File: src/rtl/psr_pkg.sv
package psr_pkg;
  localparam int unsigned PSR_W = 8;
  localparam int unsigned BIT_C = 0;
  localparam int unsigned BIT_Z = 1;
  localparam int unsigned BIT_I = 2;
  localparam int unsigned BIT_D = 3;
  localparam int unsigned BIT_B = 4;
  localparam int unsigned BIT_T = 5;
  localparam int unsigned BIT_V = 6;
  localparam int unsigned BIT_N = 7;
  localparam logic [PSR_W-1:0] PSR_RESET = PSR_W'(1) << BIT_I;
  localparam logic [PSR_W-1:0] B_MASK    = PSR_W'(1) << BIT_B;

  typedef enum logic [2:0] {
    UPD_NONE  = 3'd0,
    UPD_ARITH = 3'd1,
    UPD_SHIFT = 3'd2,
    UPD_XFER  = 3'd3,
    UPD_BIT   = 3'd4
  } upd_op_e;

  typedef enum logic [3:0] {
    SC_NONE  = 4'd0,
    SC_SET_C = 4'd1,
    SC_CLR_C = 4'd2,
    SC_SET_I = 4'd3,
    SC_CLR_I = 4'd4,
    SC_SET_D = 4'd5,
    SC_CLR_D = 4'd6,
    SC_SET_T = 4'd7,
    SC_CLR_T = 4'd8,
    SC_CLR_V = 4'd9
  } setclr_e;

  typedef struct packed {
    logic [PSR_W-1:0] mask;
    logic [PSR_W-1:0] val;
  } flag_upd_t;
endpackage

File: src/rtl/psr_upd.sv
module psr_upd
  import psr_pkg::*;
(
  input  logic [2:0]       op_i,
  input  logic [PSR_W-1:0] result_i,
  input  logic             carry_i,
  input  logic             ovf_i,
  input  logic [PSR_W-1:0] mem_i,
  input  logic             d_flag_i,
  output flag_upd_t        upd_o,
  output logic             flags_valid_o
);
  logic is_zero;
  assign is_zero = (result_i == '0);

  always_comb begin
    upd_o = '0;
    unique case (op_i)
      UPD_ARITH: begin
        upd_o.mask[BIT_C] = 1'b1; upd_o.val[BIT_C] = carry_i;
        upd_o.mask[BIT_Z] = 1'b1; upd_o.val[BIT_Z] = is_zero;
        upd_o.mask[BIT_V] = 1'b1; upd_o.val[BIT_V] = ovf_i;
        upd_o.mask[BIT_N] = 1'b1; upd_o.val[BIT_N] = result_i[PSR_W-1];
      end
      UPD_SHIFT: begin
        upd_o.mask[BIT_C] = 1'b1; upd_o.val[BIT_C] = carry_i;
        upd_o.mask[BIT_Z] = 1'b1; upd_o.val[BIT_Z] = is_zero;
        upd_o.mask[BIT_N] = 1'b1; upd_o.val[BIT_N] = result_i[PSR_W-1];
      end
      UPD_XFER: begin
        upd_o.mask[BIT_Z] = 1'b1; upd_o.val[BIT_Z] = is_zero;
        upd_o.mask[BIT_N] = 1'b1; upd_o.val[BIT_N] = result_i[PSR_W-1];
      end
      UPD_BIT: begin
        upd_o.mask[BIT_Z] = 1'b1; upd_o.val[BIT_Z] = is_zero;
        upd_o.mask[BIT_V] = 1'b1; upd_o.val[BIT_V] = mem_i[BIT_V];
        upd_o.mask[BIT_N] = 1'b1; upd_o.val[BIT_N] = mem_i[BIT_N];
      end
      default: upd_o = '0;
    endcase
  end

  // decimal add/subtract leaves Z, V, N meaningless
  assign flags_valid_o = !((op_i == UPD_ARITH) && d_flag_i);
endmodule

File: src/rtl/psr_setclr.sv
module psr_setclr
  import psr_pkg::*;
(
  input  logic [3:0] setclr_i,
  input  logic       hw_push_i,
  output flag_upd_t  cmd_o
);
  always_comb begin
    cmd_o = '0;
    unique case (setclr_i)
      SC_SET_C: begin cmd_o.mask[BIT_C] = 1'b1; cmd_o.val[BIT_C] = 1'b1; end
      SC_CLR_C: begin cmd_o.mask[BIT_C] = 1'b1; cmd_o.val[BIT_C] = 1'b0; end
      SC_SET_I: begin cmd_o.mask[BIT_I] = 1'b1; cmd_o.val[BIT_I] = 1'b1; end
      SC_CLR_I: begin cmd_o.mask[BIT_I] = 1'b1; cmd_o.val[BIT_I] = 1'b0; end
      SC_SET_D: begin cmd_o.mask[BIT_D] = 1'b1; cmd_o.val[BIT_D] = 1'b1; end
      SC_CLR_D: begin cmd_o.mask[BIT_D] = 1'b1; cmd_o.val[BIT_D] = 1'b0; end
      SC_SET_T: begin cmd_o.mask[BIT_T] = 1'b1; cmd_o.val[BIT_T] = 1'b1; end
      SC_CLR_T: begin cmd_o.mask[BIT_T] = 1'b1; cmd_o.val[BIT_T] = 1'b0; end
      SC_CLR_V: begin cmd_o.mask[BIT_V] = 1'b1; cmd_o.val[BIT_V] = 1'b0; end
      default:  cmd_o = '0;
    endcase
    // interrupt entry masks further interrupts; beats a same-cycle clear
    if (hw_push_i) begin
      cmd_o.mask[BIT_I] = 1'b1;
      cmd_o.val[BIT_I]  = 1'b1;
    end
  end
endmodule

File: src/rtl/psr_push_fmt.sv
module psr_push_fmt
  import psr_pkg::*;
(
  input  logic [PSR_W-1:0] status_i,
  input  logic             brk_i,
  output logic [PSR_W-1:0] push_o
);
  always_comb begin
    push_o        = status_i;
    push_o[BIT_B] = brk_i;
  end
endmodule

File: src/rtl/psr_unit.sv
module psr_unit
  import psr_pkg::*;
(
  input  logic             clk_i,
  input  logic             rst_ni,
  input  logic [2:0]       upd_op_i,
  input  logic [PSR_W-1:0] result_i,
  input  logic             carry_i,
  input  logic             ovf_i,
  input  logic [PSR_W-1:0] mem_i,
  input  logic [3:0]       setclr_i,
  input  logic             push_i,
  input  logic             push_brk_i,
  input  logic             restore_i,
  input  logic [PSR_W-1:0] restore_data_i,
  output logic [PSR_W-1:0] status_o,
  output logic [PSR_W-1:0] push_data_o,
  output logic             irq_mask_o,
  output logic             flags_valid_o
);
  logic [PSR_W-1:0] psr_q, psr_d;
  flag_upd_t        upd, cmd;

  psr_upd i_upd (
    .op_i          (upd_op_i),
    .result_i      (result_i),
    .carry_i       (carry_i),
    .ovf_i         (ovf_i),
    .mem_i         (mem_i),
    .d_flag_i      (psr_q[BIT_D]),
    .upd_o         (upd),
    .flags_valid_o (flags_valid_o)
  );

  psr_setclr i_setclr (
    .setclr_i  (setclr_i),
    .hw_push_i (push_i && !push_brk_i),
    .cmd_o     (cmd)
  );

  psr_push_fmt i_push_fmt (
    .status_i (psr_q),
    .brk_i    (push_brk_i),
    .push_o   (push_data_o)
  );

  // per-flag merge: restore > command > result update > hold
  for (genvar b = 0; b < PSR_W; b++) begin : g_bit
    if (b == BIT_B) begin : g_brk
      assign psr_d[b] = 1'b0;
    end else begin : g_flag
      always_comb begin
        if (restore_i)        psr_d[b] = restore_data_i[b];
        else if (cmd.mask[b]) psr_d[b] = cmd.val[b];
        else if (upd.mask[b]) psr_d[b] = upd.val[b];
        else                  psr_d[b] = psr_q[b];
      end
    end
  end

  always_ff @(posedge clk_i or negedge rst_ni) begin
    if (!rst_ni) psr_q <= PSR_RESET;
    else         psr_q <= psr_d;
  end

  assign status_o   = psr_q;
  assign irq_mask_o = psr_q[BIT_I];
endmodule

File: config.mk
export PLATFORM = sky130hd
export DESIGN_NAME = psr_unit
export DESIGN_NICKNAME = d
export VERILOG_FILES = /design/src/rtl/psr_pkg.sv /design/src/rtl/psr_upd.sv /design/src/rtl/psr_setclr.sv /design/src/rtl/psr_push_fmt.sv /design/src/rtl/psr_unit.sv
export SDC_FILE = /design/constraint.sdc
export NUM_CORES = 1
export LEC_CHECK = 0
export ABC_AREA = 1
export BUFFER_PORTS_ARGS = -buffer_cell sky130_fd_sc_hd__buf_2
export CAP_MARGIN = 20
export CORE_MARGIN = 5
export CORE_UTILIZATION = 38
export DETAILED_ROUTE_END_ITERATION = 10
export PLACE_DENSITY = 0.8
export SYNTH_ARGS = -nofsm -noshare
export SYNTH_HDL_FRONTEND = slang
export SYNTH_SLANG_ARGS = --single-unit
File: constraint.sdc
create_clock -name clk_i -period 1.4 [get_ports clk_i]
set_clock_uncertainty 0.1 [all_clocks]
set_input_delay 0.21 -clock clk_i [delete_from_list [all_inputs] [get_ports clk_i]]
set_output_delay 0.21 -clock clk_i [all_outputs]
set_load 0.05 [all_outputs]
==> results.txt <==
Post-synth EDFFs: 0
FF+latch count, synth: 7
post-DP HPWL: 1.38 mm
CP max stage delay: 540 ps
initial antenna violation count: 0
synth cell count leaders: nand2_1, buf_4, nand3_1
Mapped Nets: 130
total power: 790 uW
global placer's final weighted congestion: 0.775
fin. max-slew vios: 0
vias in the first global route: 651
PwrDens: 976 nW/um^2
CP bufs+invs: 1
final hold vios: 0
HP Class: primary input to flip-flop
status: completed
row count: 14
routed via count: 717
Final ANT Viol Nets: 0
Layout Area Growth over Synthesis: 33.7%
total global routing overflow: 0
first-pass GRT wire length: 2.70 mm
internal power: 428 uW
H-Tree Depth: 1
GRT Total Usage: 14.2%
Worst Setup End Kind: output pin
Initial Utilization: 40.2%
CTS tree: done
period utilization: 97.9%
sequential element share of the synthesized area: 29.1%
clk sink count: 7
pin count of the biggest net entering global routing: 11
layout cells sized above 1: 47.0%
DRT Pass-1 Iters: 6
average wire per standard cell: 11.3 um
Die H: 49.9 um
delay-heaviest family, CP: flip-flops
area occupied by multi-input gates: 285 sq um
Final setup viols: 0
PortBufs: 47
clock buffer depth: 2
maximum VDD drop: 0.467 mV
top_reg_cell synth: dfrtp_1
RSZ-0062 raised after global routing: yes
Worst Path Required: 1090 ps
CTS root buf: clkbuf_4
Worst-path clk slew: 60 ps
maxcap violations: 0
Filler cells: 164
Ports: 56
area leader, netlist: dfrtp_1
vias per std cell: 4.84
post-synthesis average cell area: 6.58 sq um
Worst Path Max Fanout: 4
DRT iter0 DRCs: 7
clock power share: 24.8%
placed inst area: 773 sq um
CP Launch Type: flip-flop
fmax: 730 MHz
core area: 1510 sq um
top-count cell post-synth: nand2_1
CTS Buf Count: 3
Sw Ratio: 45.9%
combinational share of power: 44.9%
Post-CTS Setup Inserts: 0
Leakage: 0.486 nW
drt drc: 0
mapped cell area: 606 sq um
CP cell instances: buf_2
asr flop ratio synth: 100%
synth top area cells: dfrtp_1, buf_4, nand2_1
Unique masters post-synth: 18
Die W: 49.9 um
fin nets: 171
Worst EP arrival: 1060 ps
Ant. Diodes: 0
Post-CTS Resized: 0
Clock Latency Late Sink: 260 ps
cell count after synthesis: 92
FF+latch area: 176 sq um
Flop pwr share: 30.3%
sw power: 362 uW
die footprint: 2490 sq um
fin crit period: 1370 ps
top cell type's share of synthesized area: 24.8%
total number of yosys warnings: 0
drt total wl: 1.67 mm
CP max stage cell: dfstp_2
Design Area, Final: 810 sq um
CP Class: flip-flop to output pin
Largest register FFs: 7
-- cell usage in the layout, fill, tap and decap left out, drive strengths merged --
cell type,instances
buf,47
nand2,17
inv,15
nand3,13
nor2,11
dfrtp,6
nand4,5
a21oi,4
clkbuf,4
a31oi,3
nor3,2
o21ai,1
o22ai,1
conb,1
dlygate4sd3,1
dfstp,1
-- path summary, 6_finish.rpt --
check | cells after the start | endpoint | slack [ps] | from
max | 1 | push_data_o[2] | 30 | status_o[2]$_DFFE_PN1P_
min | 3 | status_o[6]$_DFFE_PN0P_ | 70 | restore_data_i[6]
max reg2reg | 2 | status_o[2]$_DFFE_PN1P_ | 510 | status_o[2]$_DFFE_PN1P_
min reg2reg | 2 | status_o[2]$_DFFE_PN1P_ | 400 | status_o[2]$_DFFE_PN1P_
max in group asynchronous | 2 | status_o[2]$_DFFE_PN1P_ | 750 | rst_ni
min in group asynchronous | 2 | status_o[3]$_DFFE_PN0P_ | 220 | rst_ni
-- cell families (layout without fill, tap and decap cells) --
| family | after synthesis | after routing | synth area share (%) |
|---|---|---|---|
| simple gates | 48 | 48 | 38.2 |
| buf+inv | 27 | 67 | 23.8 |
| compound gates | 9 | 9 | 8.26 |
| flops | 7 | 7 | 29.1 |
| other cells | 1 | 1 | 0.619 |
-- timing repair --
item / in CTS / in global routing
hold buffers: 1 / 0
endpoints found under the setup margin: 0 / 3
endpoints found under the hold margin: 7 / 0
-- through the flow --
step | hold WS [ps] | utilization [%] | std cells | setup slack (ps) | setup TNS, ps
after floorplan | -186 | - | 92 | 151 | 0
after global placement | -44.8 | 51.3 | 143 | 261 | 0
after detailed placement | -42.6 | 51.3 | 143 | 252 | 0
after CTS | 66.3 | 53.7 | 148 | 15.9 | 0
after global routing | 74.9 | 53.7 | 148 | -28.5 | -80.5
final | 70.5 | 53.7 | 148 | 29.8 | 0
-- cell type report --
| class | instances | share of cell area (%) |
|---|---|---|
| clock buffers | 4 | 3.25 |
| well taps | 16 | 2.47 |
| multi-input cells | 58 | 35.2 |
| flip-flops and latches | 7 | 21.8 |
| repair buffers | 48 | 30.3 |
| inverters | 15 | 6.96 |
-- worst register-to-register path: stages (launching register included) --
cell and delay (ps):
dfstp_2 540, nand2_1 50, a31oi_1 120
-- metal layers --
layer	share of wire, %	track usage [%]	vias to the layer above	routed length (um)
met5	0	0	-	0
met4	0	10.5	0	0
met3	8.5	3.31	0	141
met2	54	22.9	34	893
met1	38	16.1	317	629
li1	-	-	366	-
-- power by group through the flow --
| stage | Clock, mW | Combinational (mW) | Sequential (mW) |
|---|---|---|---|
| 3_5_place_dp | 0 | 0.354 | 0.243 |
| 6_report | 0.196 | 0.354 | 0.239 |
| 2_1_floorplan | 0 | 0.223 | 0.305 |
| 3_3_place_gp | 0 | 0.350 | 0.242 |
| 5_1_grt | 0.219 | 0.377 | 0.245 |
| 4_1_cts | 0.204 | 0.357 | 0.240 |
Note: power is estimated with default switching activity, not from simulation.
